### src/rtl/i2c_byte_flag_pkg.sv
package i2c_byte_flag_pkg;
  // Position events from the bit counter, valid for one cycle.
  typedef struct packed {
    logic last_data; // strobe that ends the data bits
    logic wrap;      // strobe that ends the whole byte
  } bitpos_t;
endpackage

### src/rtl/i2c_byte_flag_bitcnt.sv
module i2c_byte_flag_bitcnt
  import i2c_byte_flag_pkg::*;
#(
  parameter int DATA_BITS = 8
) (
  input  logic    clk,
  input  logic    rst_n,
  input  logic    restart,
  input  logic    start_det,
  input  logic    step,
  input  logic    ack_clk_en,
  output bitpos_t pos,
  output logic    first_byte
);
  localparam int CW = $clog2(DATA_BITS + 1);

  logic [CW-1:0] cnt_q;
  logic          at_data, at_ack;

  assign at_data       = (cnt_q == CW'(DATA_BITS - 1));
  assign at_ack        = (cnt_q == CW'(DATA_BITS));
  assign pos.last_data = step & at_data;
  assign pos.wrap      = ack_clk_en ? (step & at_ack) : (step & at_data);

  always_ff @(posedge clk or negedge rst_n) begin
    if (!rst_n) begin
      cnt_q      <= '0;
      first_byte <= 1'b0;
    end else if (restart) begin
      cnt_q      <= '0;
      first_byte <= 1'b0;
    end else if (start_det) begin
      cnt_q      <= '0;
      first_byte <= 1'b1;
    end else if (step) begin
      if (pos.wrap) begin
        cnt_q      <= '0;
        first_byte <= 1'b0;
      end else begin
        cnt_q <= cnt_q + 1'b1;
      end
    end
  end
endmodule

### src/rtl/i2c_byte_flag_cause.sv
module i2c_byte_flag_cause
  import i2c_byte_flag_pkg::*;
(
  input  bitpos_t pos,
  input  logic    first_byte,
  input  logic    wait_pend,
  input  logic    enable,
  input  logic    soft_rst,
  input  logic    ack_clk_en,
  input  logic    wait_en,
  input  logic    rx_mode,
  input  logic    slave_mode,
  input  logic    free_fmt,
  input  logic    addr_match,
  input  logic    gcall_match,
  input  logic    arb_lost,
  input  logic    wr_data,
  input  logic    wr_ctrl2,
  output logic    set_req,
  output logic    clr_req,
  output logic    arm_wait,
  output logic    drop_wait
);
  logic addr_gate, byte_ok, split, ctrl2_ok;

  always_comb begin
    // Address byte in addressed slave receive needs a match to count.
    addr_gate = slave_mode & rx_mode & first_byte & ~free_fmt;
    byte_ok   = ~addr_gate | addr_match | gcall_match;
    split     = ack_clk_en & wait_en & rx_mode;
    ctrl2_ok  = wr_ctrl2 & wait_en & wait_pend;

    set_req   = wr_data | ~enable | soft_rst | ctrl2_ok;
    clr_req   = (byte_ok & (pos.wrap | (split & pos.last_data)))
              | (arb_lost & ~rx_mode);
    arm_wait  = split & pos.last_data & byte_ok;
    drop_wait = ctrl2_ok | pos.wrap | ~enable | soft_rst;
  end
endmodule

### src/rtl/i2c_byte_flag.sv
module i2c_byte_flag
  import i2c_byte_flag_pkg::*;
#(
  parameter int DATA_BITS = 8
) (
  input  logic clk,
  input  logic rst_n,
  input  logic enable,
  input  logic soft_rst,
  input  logic bit_clk,
  input  logic ack_clk_en,
  input  logic wait_en,
  input  logic rx_mode,
  input  logic slave_mode,
  input  logic free_fmt,
  input  logic start_det,
  input  logic addr_match,
  input  logic gcall_match,
  input  logic arb_lost,
  input  logic wr_data,
  input  logic wr_ctrl2,
  output logic flag,
  output logic irq,
  output logic scl_hold
);
  bitpos_t pos;
  logic    first_byte, wait_pend_q, flag_q, flag_d, irq_q;
  logic    set_req, clr_req, arm_wait, drop_wait, step, restart;

  // Strobes only count while the bus is running (flag high).
  assign step    = bit_clk & flag_q & enable;
  assign restart = ~enable | soft_rst | (arb_lost & ~rx_mode);

  i2c_byte_flag_bitcnt #(.DATA_BITS(DATA_BITS)) u_cnt (
    .clk(clk), .rst_n(rst_n), .restart(restart), .start_det(start_det),
    .step(step), .ack_clk_en(ack_clk_en), .pos(pos), .first_byte(first_byte)
  );

  i2c_byte_flag_cause u_cause (
    .pos(pos), .first_byte(first_byte), .wait_pend(wait_pend_q),
    .enable(enable), .soft_rst(soft_rst), .ack_clk_en(ack_clk_en),
    .wait_en(wait_en), .rx_mode(rx_mode), .slave_mode(slave_mode),
    .free_fmt(free_fmt), .addr_match(addr_match), .gcall_match(gcall_match),
    .arb_lost(arb_lost), .wr_data(wr_data), .wr_ctrl2(wr_ctrl2),
    .set_req(set_req), .clr_req(clr_req), .arm_wait(arm_wait),
    .drop_wait(drop_wait)
  );

  always_comb begin
    if (set_req)      flag_d = 1'b1;
    else if (clr_req) flag_d = 1'b0;
    else              flag_d = flag_q;
  end

  always_ff @(posedge clk or negedge rst_n) begin
    if (!rst_n) begin
      flag_q      <= 1'b1;
      irq_q       <= 1'b0;
      wait_pend_q <= 1'b0;
    end else begin
      flag_q <= flag_d;
      irq_q  <= flag_q & ~flag_d;
      if (drop_wait)     wait_pend_q <= 1'b0;
      else if (arm_wait) wait_pend_q <= 1'b1;
    end
  end

  assign flag     = flag_q;
  assign irq      = irq_q;
  assign scl_hold = ~flag_q;
endmodule

### config.mk
export PLATFORM = sky130hd
export DESIGN_NAME = i2c_byte_flag
export DESIGN_NICKNAME = d
export VERILOG_FILES = /design/src/rtl/i2c_byte_flag_pkg.sv /design/src/rtl/i2c_byte_flag_bitcnt.sv /design/src/rtl/i2c_byte_flag_cause.sv /design/src/rtl/i2c_byte_flag.sv
export SDC_FILE = /design/constraint.sdc
export NUM_CORES = 1
export LEC_CHECK = 0
export BUFFER_PORTS_ARGS = -buffer_cell sky130_fd_sc_hd__buf_2
export CELL_PAD_IN_SITES_DETAIL_PLACEMENT = 1
export CELL_PAD_IN_SITES_GLOBAL_PLACEMENT = 1
export CORE_MARGIN = 4
export CORE_UTILIZATION = 36
export DETAILED_ROUTE_END_ITERATION = 8
export PLACE_DENSITY = 0.89
export SETUP_SLACK_MARGIN = 0.05
export SYNTH_ARGS = -nofsm -noshare
export SYNTH_HDL_FRONTEND = slang
export SYNTH_HIERARCHICAL = 1
export SYNTH_SLANG_ARGS = --single-unit
### constraint.sdc
create_clock -name clk -period 2.7 [get_ports clk]
set_input_delay 0.27 -clock clk [delete_from_list [all_inputs] [get_ports clk]]
set_output_delay 0.27 -clock clk [all_outputs]
set_load 0.01 [all_outputs]
==> out/results.tsv, run 1 <==
metric	value	unit
status	completed	
Min-Delay Startpoint	start_det	
count of flip-flops with a built-in enable after synthesis	0	
reg-to-reg setup timing slack	0.95	ns
Core ar.	1300	um2
Hold Crit Depth	2	
RSZ-0062 raised after global routing	false	
Max transition margin	0.805	
most frequent cell after synthesis	dfrtp_1	
Setup CP Type	reg -> reg	
fmax	571	MHz
Worst-Margin Slew	0.291	ns
CP peak stage delay	0.55	ns
Sink Count	8	
max-cap violations	0	
share of the synthesized area in the top cell type	0.352	
final net count	94	
P_leak	0.000304	uW
drt via density	5.28	
Tightest Hold Check Type	in -> reg	
hold-critical path endpoint	u_cnt/cnt_q[2]	
final setup fails	0	
Mapped Avg Cell Area	9.58	um2
share of post-route cells with drive strength above 1	0.373	
total placed cells including tap cells	85	
# diodes	0	
DIE WIDTH	45.2	um
routing usage on met2	0.229	
CTS tree	built	
GRT Util Overall	0.143	
met1 usage	0.185	
initial antenna violation count	0	
PD cells	393	nW/um2
Max Clock Skew	0.00168	ns
post-CTS sizing	0	
first-pass GRT wire length	2.13	mm
CP max FO	8	
Critical Path AT	1.93	ns
Post-synth top cells	7 x dfrtp_1, 5 x inv_1, 5 x nand2b_1	
Top FF cell, synth	dfrtp_1	
worst path required time	2.88	ns
Fin Setup TNS	0	ns
IO Port Bufs	18	
post-detailed-route count of antenna-violating nets	0	
Placed Instance Area	607	um2
RR Startpoint	flag	
largest family of logic cells by synthesized area	simple AND/OR/NAND/NOR gates	
Synth Area in Adders	0.0503	
Synth area leaders	dfrtp_1 35%, nand2b_1 6.3%, dfstp_2 5.3%	
grt total ovfl	0	
crit path time final	1.75	ns
reg2reg path depth	6	
drc violations	0	
row count	13	
Chip Height	45.2	um
final setup margin	0.949	ns
Synth area leader	dfrtp_1	
Clk Latency, worst-skew pair	0.25	ns
Detail Placement HPWL	1.07	mm
final instance area	643	um2
Netlist cell types	28	
met3 Usage GRT	0.0239	
Initial Utilization	0.383	
crit path capture type	flop	
Synth Warn #	6	
largest net degree at the start of global routing	9	
via count	475	
Area Growth Syn to Fin	29.1	%
number of global-route vias before repair	486	
routability-driven placement congestion ratio	0.740	
R2R Path End	flag	
post-synthesis mux area share	0	
FF+latch count, synth	8	
die area	2040	um2
TritonRoute pass-1 iters	4	
sequential element share of the synthesized area	0.405	
final WL	1.28	mm
clk slew on worst S/H paths	0.06	ns
Final Instance Count excl. Fillers	90	
Net Count, Synth	70	
Top Ports	19	
final hold violation count	0	
Worst Setup SP	flag	
clk root buf	clkbuf_4	
CP cell instances	and3_2 -> a21boi_2 -> inv_1 -> a32oi_1 -> inv_1 -> a21o_2	
XOR/XNOR Fraction of Synth Area	0.0352	
CP max stage cell	dfstp_2	
synthesized cell area	498	um2
fin crit share	0.649	
Synth Area in Simple Gates	0.359	
busiest grt layer	met2	
final max-slew violation count	0	
Clock H-tree levels	1	
most used cell, CP	inv_1	
maximum vdd drop	0.319	mV
cells after synthesis	52	
1st-iter DRT viols	14	
Inserted Clock Buffers	3	
wire per inst	14.2	um
Compound-Gate Fraction of Synth Area	0.106	
post-place setup slack	0.947	ns
Startpoint Class	flop	
CTS Buffer Depth	2	
Synth async-reset ratio	1.00	
[cells in the final DEF (no fill, tap or decap), types with 3 or more instances in the layout]
cell	n
buf_2	18
inv_1	5
clkbuf_4	3
nand4_1	3
dfrtp_1	7
nor2_1	4
nand2b_1	5
[worst max-delay path by stage]
| stage | depth (start not counted) | end |
|---|---|---|
| 4_1_cts | 6 | flag |
| 3_5_place_dp | 6 | flag |
| 2_1_floorplan | 6 | flag |
| 6_report | 6 | flag |
| 5_1_grt | 7 | flag |
| 3_3_place_gp | 6 | flag |
[kinds of logic (layout without fill, tap and decap cells)]
logic type / Yosys count / in the layout
AO/OA/AOI/OAI: 7 / 7
XOR/XNOR: 2 / 2
adder cells (fa/ha/maj): 2 / 2
buffers and inverters: 6 / 29
flip-flops: 8 / 8
AND/OR/NAND/NOR: 27 / 27
[per-layer routing]
layer,part of all wire,wire [um]
met4,0.028,36
met1,0.43,555
met3,0.045,57
met2,0.49,628
met5,0,0
[power breakdown]
group	total, uW	switching, uW	internal (uW)
combinational	30.9	15.2	15.7
clock	98.8	42.2	56.6
sequential	123	1.08	122
[flip-flops by register name, indices dropped and copies added (netlist names)]
signal / count
u_cnt/cnt_q: 4
flag: 1
irq: 1
u_cnt/first_byte: 1
wait_pend_q: 1
[repair_timing]
action                    in CTS  in global routing
hold buffers                   1                  0
hold endpoints to repair       7                  0
setup buffers                  0                  0
[critical path, delay by kind of cell, from the launching register on]
family / cells / cell delay [ns]
AO/OA/AOI/OAI: 3 / 0.71
buffers and inverters: 2 / 0.16
flip-flops: 1 / 0.55
AND/OR/NAND/NOR: 1 / 0.25
[layout make-up]
cell class | instances | area (um2)
Sequential cell | 8 | 201
Fill cell | 168 | 658
Tap cell | 15 | 18.8
Timing Repair Buffer | 19 | 100
Inverter | 6 | 22.5
Multi-Input combinational cell | 38 | 274
Clock buffer | 4 | 26.3
[per-stage QoR]
step / total power, uW / util / hold slack [ns]
final: 252 / 0.494 / 0.235
after global routing: 268 / 0.494 / 0.239
after CTS: 256 / 0.494 / 0.231
after detailed placement: 155 / 0.466 / 0.124
after global placement: 154 / 0.466 / 0.124
after floorplan: 136 / - / -0.0256
Note: power is estimated with default switching activity, not from simulation.
==> run 2, diff against run 1 <==
--- a/config.mk
+++ b/config.mk
@@ -5,13 +5,14 @@
 export SDC_FILE = /design/constraint.sdc
 export NUM_CORES = 1
 export LEC_CHECK = 0
+export ABC_AREA = 1
 export BUFFER_PORTS_ARGS = -buffer_cell sky130_fd_sc_hd__buf_2
 export CELL_PAD_IN_SITES_DETAIL_PLACEMENT = 1
 export CELL_PAD_IN_SITES_GLOBAL_PLACEMENT = 1
 export CORE_MARGIN = 4
-export CORE_UTILIZATION = 36
+export CORE_UTILIZATION = 32
 export DETAILED_ROUTE_END_ITERATION = 8
-export PLACE_DENSITY = 0.89
+export PLACE_DENSITY = 0.84
 export SETUP_SLACK_MARGIN = 0.05
 export SYNTH_ARGS = -nofsm -noshare
 export SYNTH_HDL_FRONTEND = slang
==> constraint.sdc (replaced) <==
create_clock -name clk -period 1.75 [get_ports clk]
set_input_delay 0.175 -clock clk [delete_from_list [all_inputs] [get_ports clk]]
set_output_delay 0.175 -clock clk [all_outputs]
set_load 0.01 [all_outputs]
==> run 2 against run 1 <==
Register-to-register slack got worse by 0.76 ns. Sequential share of layout area decreased by 5.0 points. Clock power increased by 57%. Fmax increased by 12%. Global-route usage decreased by 0.75 points. Count of clock-buffer cells in the layout unchanged. Cell area increased by 19%. Total power increased by 60%. Routed wire length increased by 27%. Largest power group unchanged. First-iteration DRC count decreased by 71%.
==> out/results.tsv, run 2 <==
metric	value	unit	change
most frequent cell after synthesis	nand2_1		was dfrtp_1
sequential element share of the synthesized area	0.356		was 0.405
share of the synthesized area in the top cell type	0.310		was 0.352
routability-driven placement congestion ratio	0.737		was 0.740
crit path time final	1.56	ns	was 1.75 ns
drt via density	4.46		was 5.28
Net Count, Synth	106		was 70
count of flip-flops with a built-in enable after synthesis	0		unchanged
P_int	301	uW	was 194 uW
first-pass GRT wire length	2.53	mm	was 2.13 mm
Worst-Margin Slew	0.190	ns	was 0.291 ns
row count	14		was 13
Area Growth Syn to Fin	35.4	%	was 29.1%
worst path required time	1.94	ns	was 2.88 ns
most frequent cells in the layout	24 x nand2_1, 18 x inv_1, 18 x buf_2		was 18 x buf_2, 7 x dfrtp_1, 5 x inv_1, 5 x nand2b_1, 4 x nor2_1
maximum vdd drop	0.397	mV	was 0.319 mV
Clk pwr share	0.382		was 0.391
final setup fails	0		unchanged
final WL	1.63	mm	was 1.28 mm
GRT Util Overall	0.136		was 0.143
Synth area leaders	dfrtp_1 31%, nand2_1 17%, inv_1 12%		was dfrtp_1 35%, nand2b_1 6.3%, dfstp_2 5.3%
final hold violation count	0		unchanged
CP max FO	3		was 8
Final Instance Count excl. Fillers	138		was 90
Synth Warn #	6		unchanged
PD cells	528	nW/um2	was 393 nW/um2
Core ar.	1590	um2	was 1300 um2
Post-synth top cells	26 x nand2_1, 18 x inv_1, 13 x nor2_1		was 7 x dfrtp_1, 5 x inv_1, 5 x nand2b_1
Synth area leader	dfrtp_1		unchanged
Critical Path AT	1.75	ns	was 1.93 ns
Inserted Clock Buffers	3		unchanged
initial antenna violation count	0		unchanged
post-detailed-route count of antenna-violating nets	0		unchanged
Netlist cell types	16		was 28
final hold slack	0.181	ns	was 0.235 ns
P_leak	0.000448	uW	was 0.000304 uW
# diodes	0		unchanged
Top Ports	19		unchanged
status	completed		unchanged
drc violations	0		unchanged
number of global-route vias before repair	605		was 486
Sink Count	8		unchanged
part of the power in combinational logic	0.151		was 0.122
Mapped Avg Cell Area	6.43	um2	was 9.58 um2
Synth async-reset ratio	1.00		unchanged
Setup CP Type	reg -> reg		unchanged
Top FF cell, synth	dfrtp_1		unchanged
Clock H-tree levels	1		unchanged
Fin Setup TNS	0	ns	unchanged
Multi-input gate area	307	um2	was 274 um2
wire per inst	11.8	um	was 14.2 um
Reg power frac	0.467		was 0.486
crit path capture type	flop		unchanged
max-cap violations	0		unchanged
cells after synthesis	88		was 52
1st-iter DRT viols	4		was 14
share of post-route cells with drive strength above 1	0.342		was 0.373
Startpoint Class	flop		unchanged
FF+latch count, synth	8		unchanged
commonest non-fill, non-tap cell in the layout	nand2_1		was buf_2
fin crit share	0.893		was 0.649
die area	2500	um2	was 2040 um2
overall power	405	uW	was 252 uW
CTS Buffer Depth	2		unchanged
DIE WIDTH	50.0	um	was 45.2 um
register name with the most flops	u_cnt/cnt_q		unchanged
IO Port Bufs	18		unchanged
total placed cells including tap cells	131		was 85
synthesized cell area	566	um2	was 498 um2
Chip Height	50.0	um	was 45.2 um
grt total ovfl	0		unchanged
CTS tree	built		unchanged
largest net degree at the start of global routing	9		unchanged
fmax	640	MHz	was 571 MHz
switch share	0.255		was 0.232
Max transition margin	0.872		was 0.805
clk slew on worst S/H paths	0.06	ns	about the same
Clk Latency, worst-skew pair	0.26	ns	was 0.25 ns
Initial Utilization	0.355		was 0.383
net load switching power	103	uW	was 58.5 uW
RSZ-0062 raised after global routing	false		unchanged
clk root buf	clkbuf_4		unchanged
final max-slew violation count	0		unchanged
final net count	133		was 94
filler cell count	231		was 168
max reg flops	4		unchanged
FF/Latch Area	201	um2	unchanged
Detail Placement HPWL	1.34	mm	was 1.07 mm
TritonRoute pass-1 iters	3		was 4
Tightest Hold Check Type	in -> reg		unchanged
via count	616		was 475
Max Clock Skew	0.0164	ns	was 0.00168 ns
==> run 2: stage by stage <==
step | setup WS (ns) | cell area [um2] | utilization
floorplan | 0.211 | 566 | -
global placement | 0.151 | 693 | 0.435
detailed placement | 0.00700 | 693 | 0.435
CTS | 0.0740 | 744 | 0.467
global route | 0.0492 | 766 | 0.480
finish | 0.187 | 766 | 0.480
==> run 2: repair_timing <==
action                                  4_1_cts  5_1_grt
pin swaps                                     1        3
hold endpoints to repair                      8        0
endpoints found under the setup margin        2        2
hold buffers                                  1        0
gates resized for setup                       2        4
setup buffers                                 1        1
==> run 2: worst max-delay path, stage by stage, from the launching register on <==
cell     delay, ns
dfstp_2       0.53
nand2_1       0.08
nor2_4        0.12
nand2_1       0.09
nor2_1        0.12
nand2_1       0.07
nand2_2       0.07
inv_1         0.05
o21ai_2       0.05
nand2_1       0.09
nand2_2       0.07
nand3_1       0.09
inv_1         0.06
==> run 2: worst paths after layout <==
kind                              from               end  slack (ns)  cells after the start
max                               flag               irq        0.19                     12
min reg2reg                wait_pend_q       wait_pend_q        0.49                      2
min                             enable       wait_pend_q        0.18                      3
max in group asynchronous        rst_n              flag        1.22                      2
max reg2reg                       flag               irq        0.19                     12
min in group asynchronous        rst_n  u_cnt/first_byte        0.28                      2
==> run 2: area by class of cell <==
cell class | count | area share
well taps | 24 | 0.0392
flip-flops and latches | 8 | 0.263
clock buffers | 4 | 0.0343
inverters | 21 | 0.103
repair buffers | 22 | 0.160
multi-input cells | 59 | 0.400
==> run 2: kinds of logic after synthesis <==
logic type               Yosys count  share of synthesized area
adder cells (fa/ha/maj)            2                     0.0442
XOR/XNOR                           1                     0.0155
flip-flops                         8                      0.356
buffers and inverters             21                      0.139
AND/OR/NAND/NOR                   54                      0.427
AO/OA/AOI/OAI                      2                     0.0177
==> run 2: power groups by stage <==
stage                     logic (uW)  registers (uW)  clock network (uW)
after floorplan                 22.7             192                   0
after global placement          52.6             192                   0
after detailed placement        54.9             192                   0
after CTS                       58.7             189                 162
after global routing            69.2             189                 179
final                           61.0             189                 155
==> run 2: per-layer routing <==
layer | track usage | part of all wire
met1 | 0.165 | 0.41
met2 | 0.209 | 0.54
met3 | 0.0602 | 0.039
met4 | 0.0507 | 0.010
met5 | 0 | 0
